===== src/rtl/i2c_tgt_pkg.sv =====
`timescale 1ns/1ps
package i2c_tgt_pkg;
  typedef enum logic [2:0] {
    ST_IDLE, ST_ADDR, ST_WRITE, ST_HOLD, ST_ACK, ST_READ, ST_RDACK, ST_SKIP
  } tgtState_e;

  typedef enum logic [1:0] {SDA_REL, SDA_ACK, SDA_DATA} sdaMode_e;

  // strobes from control to datapath
  typedef struct packed {
    logic clrCnt;
    logic cntInc;
    logic shiftIn;
    logic shiftOut;
    logic loadRd;
  } dpCmd_t;

  // bus events from datapath to control
  typedef struct packed {
    logic startDet;
    logic stopDet;
    logic sclRise;
    logic sclFall;
    logic sdaBit;
  } busEv_t;
endpackage


===== src/rtl/i2c_tgt_dp.sv =====
`timescale 1ns/1ps
module i2c_tgt_dp
  import i2c_tgt_pkg::*;
#(
  parameter int DATA_W = 8,
  parameter int ADDR_W = 7,
  parameter logic [ADDR_W-1:0] OWN_ADDR = 7'h2A
) (
  input  logic              clk,
  input  logic              rstN,
  input  logic              sclIn,
  input  logic              sdaIn,
  input  dpCmd_t            cmd,
  input  logic [DATA_W-1:0] rdData,
  output busEv_t            ev,
  output logic              byteDone,
  output logic [DATA_W-1:0] shiftByte,
  output logic              addrMatch,
  output logic              rwBit,
  output logic              msbOut
);
  localparam int CNT_W = $clog2(DATA_W + 1);
  localparam logic [CNT_W-1:0] LAST_CNT = CNT_W'(DATA_W);
  localparam int SYNC_D = 3; // two sync flops plus one history flop

  logic [SYNC_D-1:0] sclPipe, sdaPipe;
  logic [DATA_W-1:0] shiftReg;
  logic [CNT_W-1:0]  bitCnt;

  always_ff @(posedge clk or negedge rstN) begin
    if (!rstN) begin
      sclPipe <= '1;
      sdaPipe <= '1;
    end else begin
      sclPipe <= {sclPipe[SYNC_D-2:0], sclIn};
      sdaPipe <= {sdaPipe[SYNC_D-2:0], sdaIn};
    end
  end

  logic sclNow, sclOld, sdaNow, sdaOld;
  assign sclNow = sclPipe[SYNC_D-2];
  assign sclOld = sclPipe[SYNC_D-1];
  assign sdaNow = sdaPipe[SYNC_D-2];
  assign sdaOld = sdaPipe[SYNC_D-1];

  always_comb begin
    ev.startDet = sclNow & sclOld & sdaOld & ~sdaNow;
    ev.stopDet  = sclNow & sclOld & ~sdaOld & sdaNow;
    ev.sclRise  = sclNow & ~sclOld;
    ev.sclFall  = ~sclNow & sclOld;
    ev.sdaBit   = sdaNow;
  end

  always_ff @(posedge clk or negedge rstN) begin
    if (!rstN) begin
      shiftReg <= '0;
      bitCnt   <= '0;
    end else begin
      if (cmd.loadRd)        shiftReg <= rdData;
      else if (cmd.shiftIn)  shiftReg <= {shiftReg[DATA_W-2:0], sdaNow};
      else if (cmd.shiftOut) shiftReg <= {shiftReg[DATA_W-2:0], 1'b0};
      if (cmd.clrCnt)        bitCnt <= '0;
      else if (cmd.cntInc)   bitCnt <= bitCnt + CNT_W'(1);
    end
  end

  assign byteDone  = (bitCnt == LAST_CNT);
  assign shiftByte = shiftReg;
  assign addrMatch = (shiftReg[DATA_W-1 -: ADDR_W] == OWN_ADDR);
  assign rwBit     = shiftReg[0];
  assign msbOut    = shiftReg[DATA_W-1];
endmodule


===== src/rtl/i2c_tgt_ctl.sv =====
`timescale 1ns/1ps
module i2c_tgt_ctl
  import i2c_tgt_pkg::*;
(
  input  logic     clk,
  input  logic     rstN,
  input  busEv_t   ev,
  input  logic     byteDone,
  input  logic     addrMatch,
  input  logic     rwBit,
  input  logic     bufFull,
  input  logic     svcDone,
  output dpCmd_t   cmd,
  output logic     sclLow,
  output sdaMode_e sdaMode,
  output logic     svcReq,
  output logic     wrValid,
  output logic     rdLoad
);
  tgtState_e state;
  logic isAddr, rwReg, ackNext, hostAck;

  always_comb begin
    cmd = '0;
    if (ev.startDet) begin
      cmd.clrCnt = 1'b1;
    end else if (!ev.stopDet) begin
      unique case (state)
        ST_ADDR, ST_WRITE: begin
          cmd.shiftIn = ev.sclRise;
          cmd.cntInc  = ev.sclRise;
        end
        ST_READ: begin
          cmd.cntInc   = ev.sclRise;
          cmd.shiftOut = ev.sclFall & ~byteDone;
        end
        ST_HOLD: begin
          cmd.loadRd = svcDone & rwReg;
          cmd.clrCnt = svcDone & rwReg & ~isAddr;
        end
        ST_ACK:  cmd.clrCnt = ev.sclFall;
        default: ;
      endcase
    end
  end

  always_ff @(posedge clk or negedge rstN) begin
    if (!rstN) begin
      state   <= ST_IDLE;
      sclLow  <= 1'b0;
      sdaMode <= SDA_REL;
      svcReq  <= 1'b0;
      wrValid <= 1'b0;
      rdLoad  <= 1'b0;
      isAddr  <= 1'b0;
      rwReg   <= 1'b0;
      ackNext <= 1'b0;
      hostAck <= 1'b0;
    end else begin
      wrValid <= 1'b0;
      rdLoad  <= 1'b0;
      if (ev.startDet || ev.stopDet) begin
        state   <= ev.startDet ? ST_ADDR : ST_IDLE;
        sclLow  <= 1'b0;
        sdaMode <= SDA_REL;
        svcReq  <= 1'b0;
      end else begin
        unique case (state)
          ST_ADDR: if (ev.sclFall && byteDone) begin
            if (addrMatch) begin
              state   <= ST_HOLD;
              sclLow  <= 1'b1;
              svcReq  <= 1'b1;
              isAddr  <= 1'b1;
              rwReg   <= rwBit;
              ackNext <= 1'b1;
            end else begin
              state <= ST_SKIP;
            end
          end
          ST_WRITE: if (ev.sclFall && byteDone) begin
            state   <= ST_HOLD;
            sclLow  <= 1'b1;
            svcReq  <= 1'b1;
            isAddr  <= 1'b0;
            ackNext <= ~bufFull;
            wrValid <= ~bufFull;
          end
          ST_HOLD: if (svcDone) begin
            sclLow <= 1'b0;
            svcReq <= 1'b0;
            rdLoad <= rwReg;
            if (rwReg && !isAddr) begin
              state   <= ST_READ;
              sdaMode <= SDA_DATA;
            end else begin
              state   <= ST_ACK;
              sdaMode <= ackNext ? SDA_ACK : SDA_REL;
            end
          end
          ST_ACK: if (ev.sclFall) begin
            if (!ackNext) begin
              state   <= ST_SKIP;
              sdaMode <= SDA_REL;
            end else if (rwReg) begin
              state   <= ST_READ;
              sdaMode <= SDA_DATA;
            end else begin
              state   <= ST_WRITE;
              sdaMode <= SDA_REL;
            end
          end
          ST_READ: if (ev.sclFall && byteDone) begin
            state   <= ST_RDACK;
            sdaMode <= SDA_REL;
          end
          ST_RDACK: begin
            if (ev.sclRise) hostAck <= ~ev.sdaBit;
            if (ev.sclFall) begin
              if (hostAck) begin
                state  <= ST_HOLD;
                sclLow <= 1'b1;
                svcReq <= 1'b1;
                isAddr <= 1'b0;
              end else begin
                state <= ST_SKIP;
              end
            end
          end
          default: ;
        endcase
      end
    end
  end
endmodule


===== src/rtl/i2c_stretch_target.sv =====
`timescale 1ns/1ps
module i2c_stretch_target
  import i2c_tgt_pkg::*;
#(
  parameter int DATA_W = 8,
  parameter int ADDR_W = 7,
  parameter logic [ADDR_W-1:0] OWN_ADDR = 7'h2A
) (
  input  logic              clk,
  input  logic              rstN,
  input  logic              sclIn,
  input  logic              sdaIn,
  output logic              sclDriveLow,
  output logic              sdaDriveLow,
  output logic [DATA_W-1:0] wrData,
  output logic              wrValid,
  input  logic              bufFull,
  input  logic [DATA_W-1:0] rdData,
  output logic              rdLoad,
  output logic              svcReq,
  input  logic              svcDone
);
  dpCmd_t   cmd;
  busEv_t   ev;
  sdaMode_e sdaMode;
  logic     byteDone, addrMatch, rwBit, msbOut, sclLow;

  i2c_tgt_dp #(.DATA_W(DATA_W), .ADDR_W(ADDR_W), .OWN_ADDR(OWN_ADDR)) u_dp (
    .clk(clk), .rstN(rstN), .sclIn(sclIn), .sdaIn(sdaIn), .cmd(cmd),
    .rdData(rdData), .ev(ev), .byteDone(byteDone), .shiftByte(wrData),
    .addrMatch(addrMatch), .rwBit(rwBit), .msbOut(msbOut)
  );

  i2c_tgt_ctl u_ctl (
    .clk(clk), .rstN(rstN), .ev(ev), .byteDone(byteDone),
    .addrMatch(addrMatch), .rwBit(rwBit), .bufFull(bufFull),
    .svcDone(svcDone), .cmd(cmd), .sclLow(sclLow), .sdaMode(sdaMode),
    .svcReq(svcReq), .wrValid(wrValid), .rdLoad(rdLoad)
  );

  assign sclDriveLow = sclLow;
  assign sdaDriveLow = (sdaMode == SDA_ACK) || ((sdaMode == SDA_DATA) && !msbOut);
endmodule


===== config.mk =====
export PLATFORM = sky130hd
export DESIGN_NAME = i2c_stretch_target
export DESIGN_NICKNAME = d
export VERILOG_FILES = /design/src/rtl/i2c_tgt_pkg.sv /design/src/rtl/i2c_tgt_dp.sv /design/src/rtl/i2c_tgt_ctl.sv /design/src/rtl/i2c_stretch_target.sv
export SDC_FILE = /design/constraint.sdc
export NUM_CORES = 1
export LEC_CHECK = 0
export ABC_AREA = 1
export BUFFER_PORTS_ARGS = -buffer_cell sky130_fd_sc_hd__buf_2
export CORE_MARGIN = 4
export CORE_UTILIZATION = 60
export CTS_CLUSTER_DIAMETER = 80
export DETAILED_ROUTE_END_ITERATION = 12
export PLACE_DENSITY = 0.83
export REMOVE_ABC_BUFFERS = 1
export SKIP_LAST_GASP = 1
export SLEW_MARGIN = 5
export SYNTH_ARGS = -nofsm -noshare
export SYNTH_HDL_FRONTEND = slang
export SYNTH_SLANG_ARGS = --single-unit

===== constraint.sdc =====
create_clock -name clk -period 4.05 [get_ports clk]
set_input_delay 0.6075 -clock clk [delete_from_list [all_inputs] [get_ports clk]]
set_output_delay 0.6075 -clock clk [all_outputs]
set_load 0.02 [all_outputs]

Word-level counts from Yosys, hierarchy flattened
Index checks and enable logic that the tools add are counted.
{ "word_totals": {"n_memories": 0, "latchBits": 0, "out_inout_bits": 13, "inputBits": 14, "wordCells": 134, "mem_bits_ro": 0, "ram_bits": 0, "register_bits": 30} }
{ "op_classes": {"n_mux": 56, "div": 0, "multipliers": 0, "n_bitwise": 18, "eq_ne": 23, "n_reduce_logical": 23, "shift": 0, "magnitude_cmp": 0, "add_sub_neg": 1} }
{ "op_table": {"columns": ["cell", "count"], "rows": [
  ["2-to-1 mux 3 bit", 11],
  ["2-to-1 mux 1 bit", 25],
  ["2-to-1 mux 8 bit", 3],
  ["AND reduction 7 bit", 3],
  ["inequality test 3 x 1 -> 1 bit, second input constant", 6],
  ["case mux 3 bit (6 select lines)", 1],
  ["2-to-1 mux 2 bit", 7],
  ["2-to-1 mux 4 bit", 3],
  ["bitwise AND 1 bit", 10],
  ["equality test 3 bit, second input constant", 3],
  ["inequality test 2 x 1 -> 1 bit, second input constant", 4],
  ["NOT 1 bit", 8],
  ["AND reduction 4 bit", 2],
  ["equality test 7 x 6 -> 1 bit, second input constant", 1],
  ["nonzero test 7 bit", 1],
  ["equality test 3 x 2 -> 1 bit, second input constant", 2],
  ["inequality test 3 x 2 -> 1 bit, second input constant", 2],
  ["case mux 2 bit (3 select lines)", 1],
  ["nonzero test 3 bit", 2],
  ["2-to-1 mux 5 bit", 1],
  ["AND reduction 5 bit", 1],
  ["nonzero test 5 bit", 1],
  ["adder 4 x 1 -> 4 bit, second input constant", 1],
  ["equality test 4 bit, second input constant", 1],
  ["other kinds (15)", 21]
]} }

Longest topological paths before layout
{ "depth": {"word_depth": 9, "ltp_mapped": 11, "depth_no_buf": 11} }

By module
Synthesis repeated with hierarchy kept, for this count alone.
{ "hier_totals": {"cells_unflattened": 249, "area_unflattened_um2": 1844.3} }
{ "by_module_without_submodules": {"columns": ["mod", "n_inst", "cells_each", "seq_area_each_um2", "area_per_inst_um2"], "rows": [
  ["i2c_tgt_ctl", 1, 148, 300.3, 949.7],
  ["i2c_tgt_dp", 1, 95, 457.9, 870.8],
  ["i2c_stretch_target", 1, 6, 0.0, 23.8]
]} }

Worst setup path before layout
No wires, ideal clock.
{ "synth_path": {"path_type": "register -> register", "from": "register u_dp.sdaPipe[1]", "to": "register u_ctl.state[1]", "arrival_ns": 1.339, "required_time_ns": 3.934, "path_slack_ns": 2.594, "path_stages_with_launch": 11, "period_less_slack_ns": 1.456, "setup_time_ns": 0.116, "path_buffers": 1, "path_cell_list": "dfstp_2 -> inv_1 -> nor2_1 -> nand2_1 -> nand2_2 -> inv_1 -> buf_4 -> o21ai_0 -> nand3_1 -> nand2_1 -> nand2_1"} }
{ "synth_between": {"elab_chain_cells": 5, "elab_cells_between_ends": 13, "cone_classes": "6 x eq/ne; 1 x mux; 3 x bitwise; 3 x reduce/logical"} }
{ "synth_rtl": {"columns": ["item", "line_no", "rtl"], "rows": [
  ["start, declared", "i2c_tgt_dp.sv:26", "logic [SYNC_D-1:0] sclPipe, sdaPipe;"],
  ["start signal, assigned", "i2c_tgt_dp.sv:36", "sdaPipe <= {sdaPipe[SYNC_D-2:0], sdaIn};"],
  ["NOT 1 bit", "i2c_tgt_dp.sv:47", "ev.startDet = sclNow & sclOld & sdaOld & ~sdaNow;"],
  ["bitwise AND 1 bit", "i2c_tgt_dp.sv:47", null],
  ["logical OR 1 bit *", "i2c_tgt_ctl.sv:62", "if (ev.startDet || ev.stopDet) begin"],
  ["nonzero test 7 bit (no line) (tied with other cells)", null, null],
  ["AND reduction 7 bit (no line)", null, null],
  ["end signal, assigned", "i2c_tgt_ctl.sv:63", "state <= ev.startDet ? ST_ADDR : ST_IDLE;"],
  ["end, declared", "i2c_tgt_ctl.sv:20", "tgtState_e state;"]
]} }
Mark *: on every way between the ends. The rest lies on a longest branch, timed or not.
A chain may end at the register's enable or synchronous reset.

Worst setup path in the final report
{ "layout_path": {"from": "register u_dp.sdaPipe[1]", "to": "register u_dp.shiftReg[7], in the netlist u_dp.shiftByte[7]"} }
{ "layout_between": {"elab_chain_cells": 5, "elab_cells_between_ends": 8, "cone_classes": "4 x mux; 3 x bitwise; 1 x reduce/logical"} }
{ "layout_rtl": {"columns": ["item", "line_no", "rtl"], "rows": [
  ["bitwise AND 1 bit or NOT 1 bit (tied branches)", "i2c_tgt_dp.sv:48, i2c_tgt_dp.sv:47", null],
  ["2-to-1 mux 5 bit or bitwise AND 1 bit (tied branches)", "i2c_tgt_ctl.sv:27, i2c_tgt_dp.sv:47", null],
  ["2-to-1 mux 4 bit *", "i2c_tgt_ctl.sv:25", "if (ev.startDet) begin"],
  ["2-to-1 mux 8 bit", "i2c_tgt_dp.sv:60", "else if (cmd.shiftIn) shiftReg <= {shiftReg[DATA_W-2:0], sdaNow};"],
  ["2-to-1 mux 8 bit", "i2c_tgt_dp.sv:59", "if (cmd.loadRd) shiftReg <= rdData;"],
  ["end signal, assigned", "i2c_tgt_dp.sv:59", null],
  ["end signal, assigned", "i2c_tgt_dp.sv:60", null],
  ["end signal, assigned", "i2c_tgt_dp.sv:61", "else if (cmd.shiftOut) shiftReg <= {shiftReg[DATA_W-2:0], 1'b0};"],
  ["end, declared", "i2c_tgt_dp.sv:27", "logic [DATA_W-1:0] shiftReg;"]
]} }
Marked as above.

==> reports/results.tsv <==
metric	value	unit
status	finished clean	
PortBufs	26	
share of total power in combinational logic	0.501	
total gr overflow	0	
final hold vios	0	
fin cells	317	
clock sink count	30	
VDD IR max	321	uV
Synth area leaders	dfrtp_1 33%, nand2_1 21%, dfstp_2 8.7%	
Ys Warns	0	
TritonRoute pass-1 iters	4	
antenna violations before repair	0	
Crit Path Class	flip-flop to flip-flop	
Row Count	19	
Detail Route Antenna Nets	0	
post-layout min period	1.81	ns
dpl hpwl	2770	um
Resized Gates After CTS	0	
Pwr Total	1.33	mW
Clock transition at path regs	0.10	ns
static leakage	1.13	nW
ratio of cells with drive above 1 in the final layout	0.196	
element type at the critical path start	flip-flop	
largest area contributor in the netlist	dfrtp_1	
cell area after synthesis	1820	um2
DRC	0	
final slew viol count	0	
area of the core	2830	um2
Post-CTS Setup Inserts	0	
CP Max Fanout	17	
crit path from	u_dp.sdaPipe[1]	
RD Place Congestion	0.950	
drt initial violations	108	
Placement Setup Slack	2.25	ns
Sw Share	0.480	
RR Startpoint	u_dp.sdaPipe[1]	
fin worst setup slack	2.24	ns
Power Density	673	nW/um2
first-pass GRT wire length	6250	um
Layout fillers	244	
vias	1663	
Max-Cap Viols	0	
die area	3970	um2
slew margin rel.	0.565	
Finish-stage setup viols	0	
TritonCTS clock tree	yes	
Clock Latency Late Sink	0.33	ns
Avg Cell Area, Syn	7.02	um2
vias per inst	5.25	
Util after Layout	0.698	
cts bufs inserted	5	
Seq/Total Area, Yosys	0.417	
vias in the first global route	1414	
Clk pwr share	0.124	
Fmax	552	MHz
NetSw	0.637	mW
CP Capture Type	flip-flop	
Least-Margin Pin Slew	0.652	ns
CTS max path bufs	2	
htree depth	2	
nets@finish	301	
Clock Skews	0.0178	ns
Worst EP required	4.26	ns
number of synthesized register bits	30	
crit-path most repeated cell	nand2_1	
Placed Instances	309	
DR WL/cell	11.4	um
RSZ-0062 raised after global routing	false	
final period utilization	0.448	
GRT Total Usage	0.199	
final wirelength	3630	um
Post-CTS Hold Buffers	0	
Synth-to-Final Area Change	8.60	%
Crit path buffers/inverters	3	
Worst Hold Class	primary input to asynchronous set/reset pin	
kind of cell adding the most delay to the critical path	simple AND/OR/NAND/NOR gates	
CTS root buffer	clkbuf_4	
Setup TNS	0	ns
# diodes	0	
Die Ht	63.0	um
critical path, cell by cell	inv_1 > nor2_1 > nand2_1 > nand2_2 > inv_1 > nand2_4 > clkinv_2 > nand2_1 > nand2_1 > nand2_1 > nand2_1	
register share of total power	0.376	
slowest CP cell	dfstp_2	
Unique masters post-synth	25	
critical path data arrival time	2.03	ns
Initial Utilization	0.643	
slowest cell delay on critical path	0.56	ns
internal power	0.691	mW
I/O Pins	27	
post-synth top area share	0.330	
largest net degree at the start of global routing	31	
Mapped Cells	259	
chip width	63.0	um
sequential cells by signal, summed over array words and instances (netlist names), 2 cells and up:
signal	flops
u_dp.shiftByte	8
u_ctl.sdaMode	2
u_dp.sclPipe	3
u_dp.sdaPipe	3
u_dp.bitCnt	4
u_ctl.state	3
power groups by stage:
stage / combinational (mW) / sequential, mW / clock [mW]
4_1_cts: 0.669 / 0.499 / 0.170
3_5_place_dp: 0.666 / 0.505 / 0
6_report: 0.665 / 0.499 / 0.164
5_1_grt: 0.765 / 0.515 / 0.188
2_1_floorplan: 0.461 / 0.539 / 0
3_3_place_gp: 0.662 / 0.504 / 0
worst register-to-register path, cell delays in order, from the launching register on:
cell      delay, ns
dfstp_2        0.56
inv_1          0.06
nor2_1         0.09
nand2_1        0.09
nand2_2        0.12
inv_1          0.17
nand2_4        0.23
clkinv_2       0.18
nand2_1        0.10
nand2_1        0.05
nand2_1        0.05
nand2_1        0.04
area by class of cell:
| class | instances | area [um2] | area share |
|---|---|---|---|
| flip-flops and latches | 30 | 758 | 0.384 |
| clock inverters | 2 | 10.0 | 0.00507 |
| well taps | 31 | 38.8 | 0.0196 |
| clock buffers | 6 | 41.3 | 0.0209 |
| inverters | 29 | 110 | 0.0558 |
| multi-input cells | 193 | 886 | 0.449 |
| repair buffers | 26 | 130 | 0.0659 |
cells by family after synthesis:
| group | after synthesis | synth area share |
|---|---|---|
| adder cells (fa/ha/maj) | 2 | 0.0138 |
| flip-flops | 30 | 0.417 |
| buffers and inverters | 36 | 0.0957 |
| AND/OR/NAND/NOR | 173 | 0.423 |
| AO/OA/AOI/OAI | 18 | 0.0509 |
synthesized netlist by cell type:
| master | number |
|---|---|
| o21bai_1 | 1 |
| nand3_1 | 31 |
| nand2_2 | 4 |
| buf_6 | 3 |
| nor4_1 | 2 |
| a21oi_1 | 6 |
| ha_1 | 2 |
| nor2_2 | 2 |
| inv_2 | 4 |
| clkinv_2 | 1 |
| nor3_4 | 1 |
| o21ai_0 | 9 |
| nand2_1 | 102 |
| nor2_4 | 1 |
| nand3_2 | 1 |
| nor2_1 | 24 |
| nor3b_1 | 1 |
| nand2_4 | 2 |
| o21ai_1 | 2 |
| dfrtp_1 | 24 |
| inv_1 | 24 |
| nor3_1 | 1 |
| dfstp_2 | 6 |
| nand3_4 | 1 |
| buf_4 | 4 |
layer usage:
layer / track usage / vias up / wire length [um]
li1: - / 858 / -
met4: 0.0799 / 0 / 78
met1: 0.277 / 750 / 1760
met5: 0 / - / 0
met2: 0.291 / 45 / 1600
met3: 0.0558 / 10 / 189
cell usage in the layout, fill, tap and decap left out, drive strengths merged:
cell	n
clkinv	3
nand2	108
inv	28
nor2	27
o21ai	11
nor3	2
buf	26
dfrtp	24
nor3b	1
a21oi	6
o21bai	1
ha	2
clkbuf	6
dfstp	6
nand3	33
nor4	2
path summary, 6_finish.rpt:
kind,end,cells past startpoint,slack (ns)
setup / recovery,u_dp.shiftByte[7],11,2.24
hold / removal,u_ctl.rwReg,1,0.29
setup reg to reg,u_dp.shiftByte[7],11,2.24
hold reg to reg,u_dp.sdaPipe[1],0,0.36
max in group asynchronous,u_dp.bitCnt[3],1,3.32
min in group clk,u_dp.sdaPipe[1],0,0.36
stage by stage:
stage	hold WS (ns)	instance area (um2)
final	0.295	1970
after CTS	0.305	1970
after global routing	0.321	1970
after global placement	0.347	1920
after floorplan	0.312	1750
after detailed placement	0.348	1920
No activity file was read; power rests on OpenSTA's default activity.
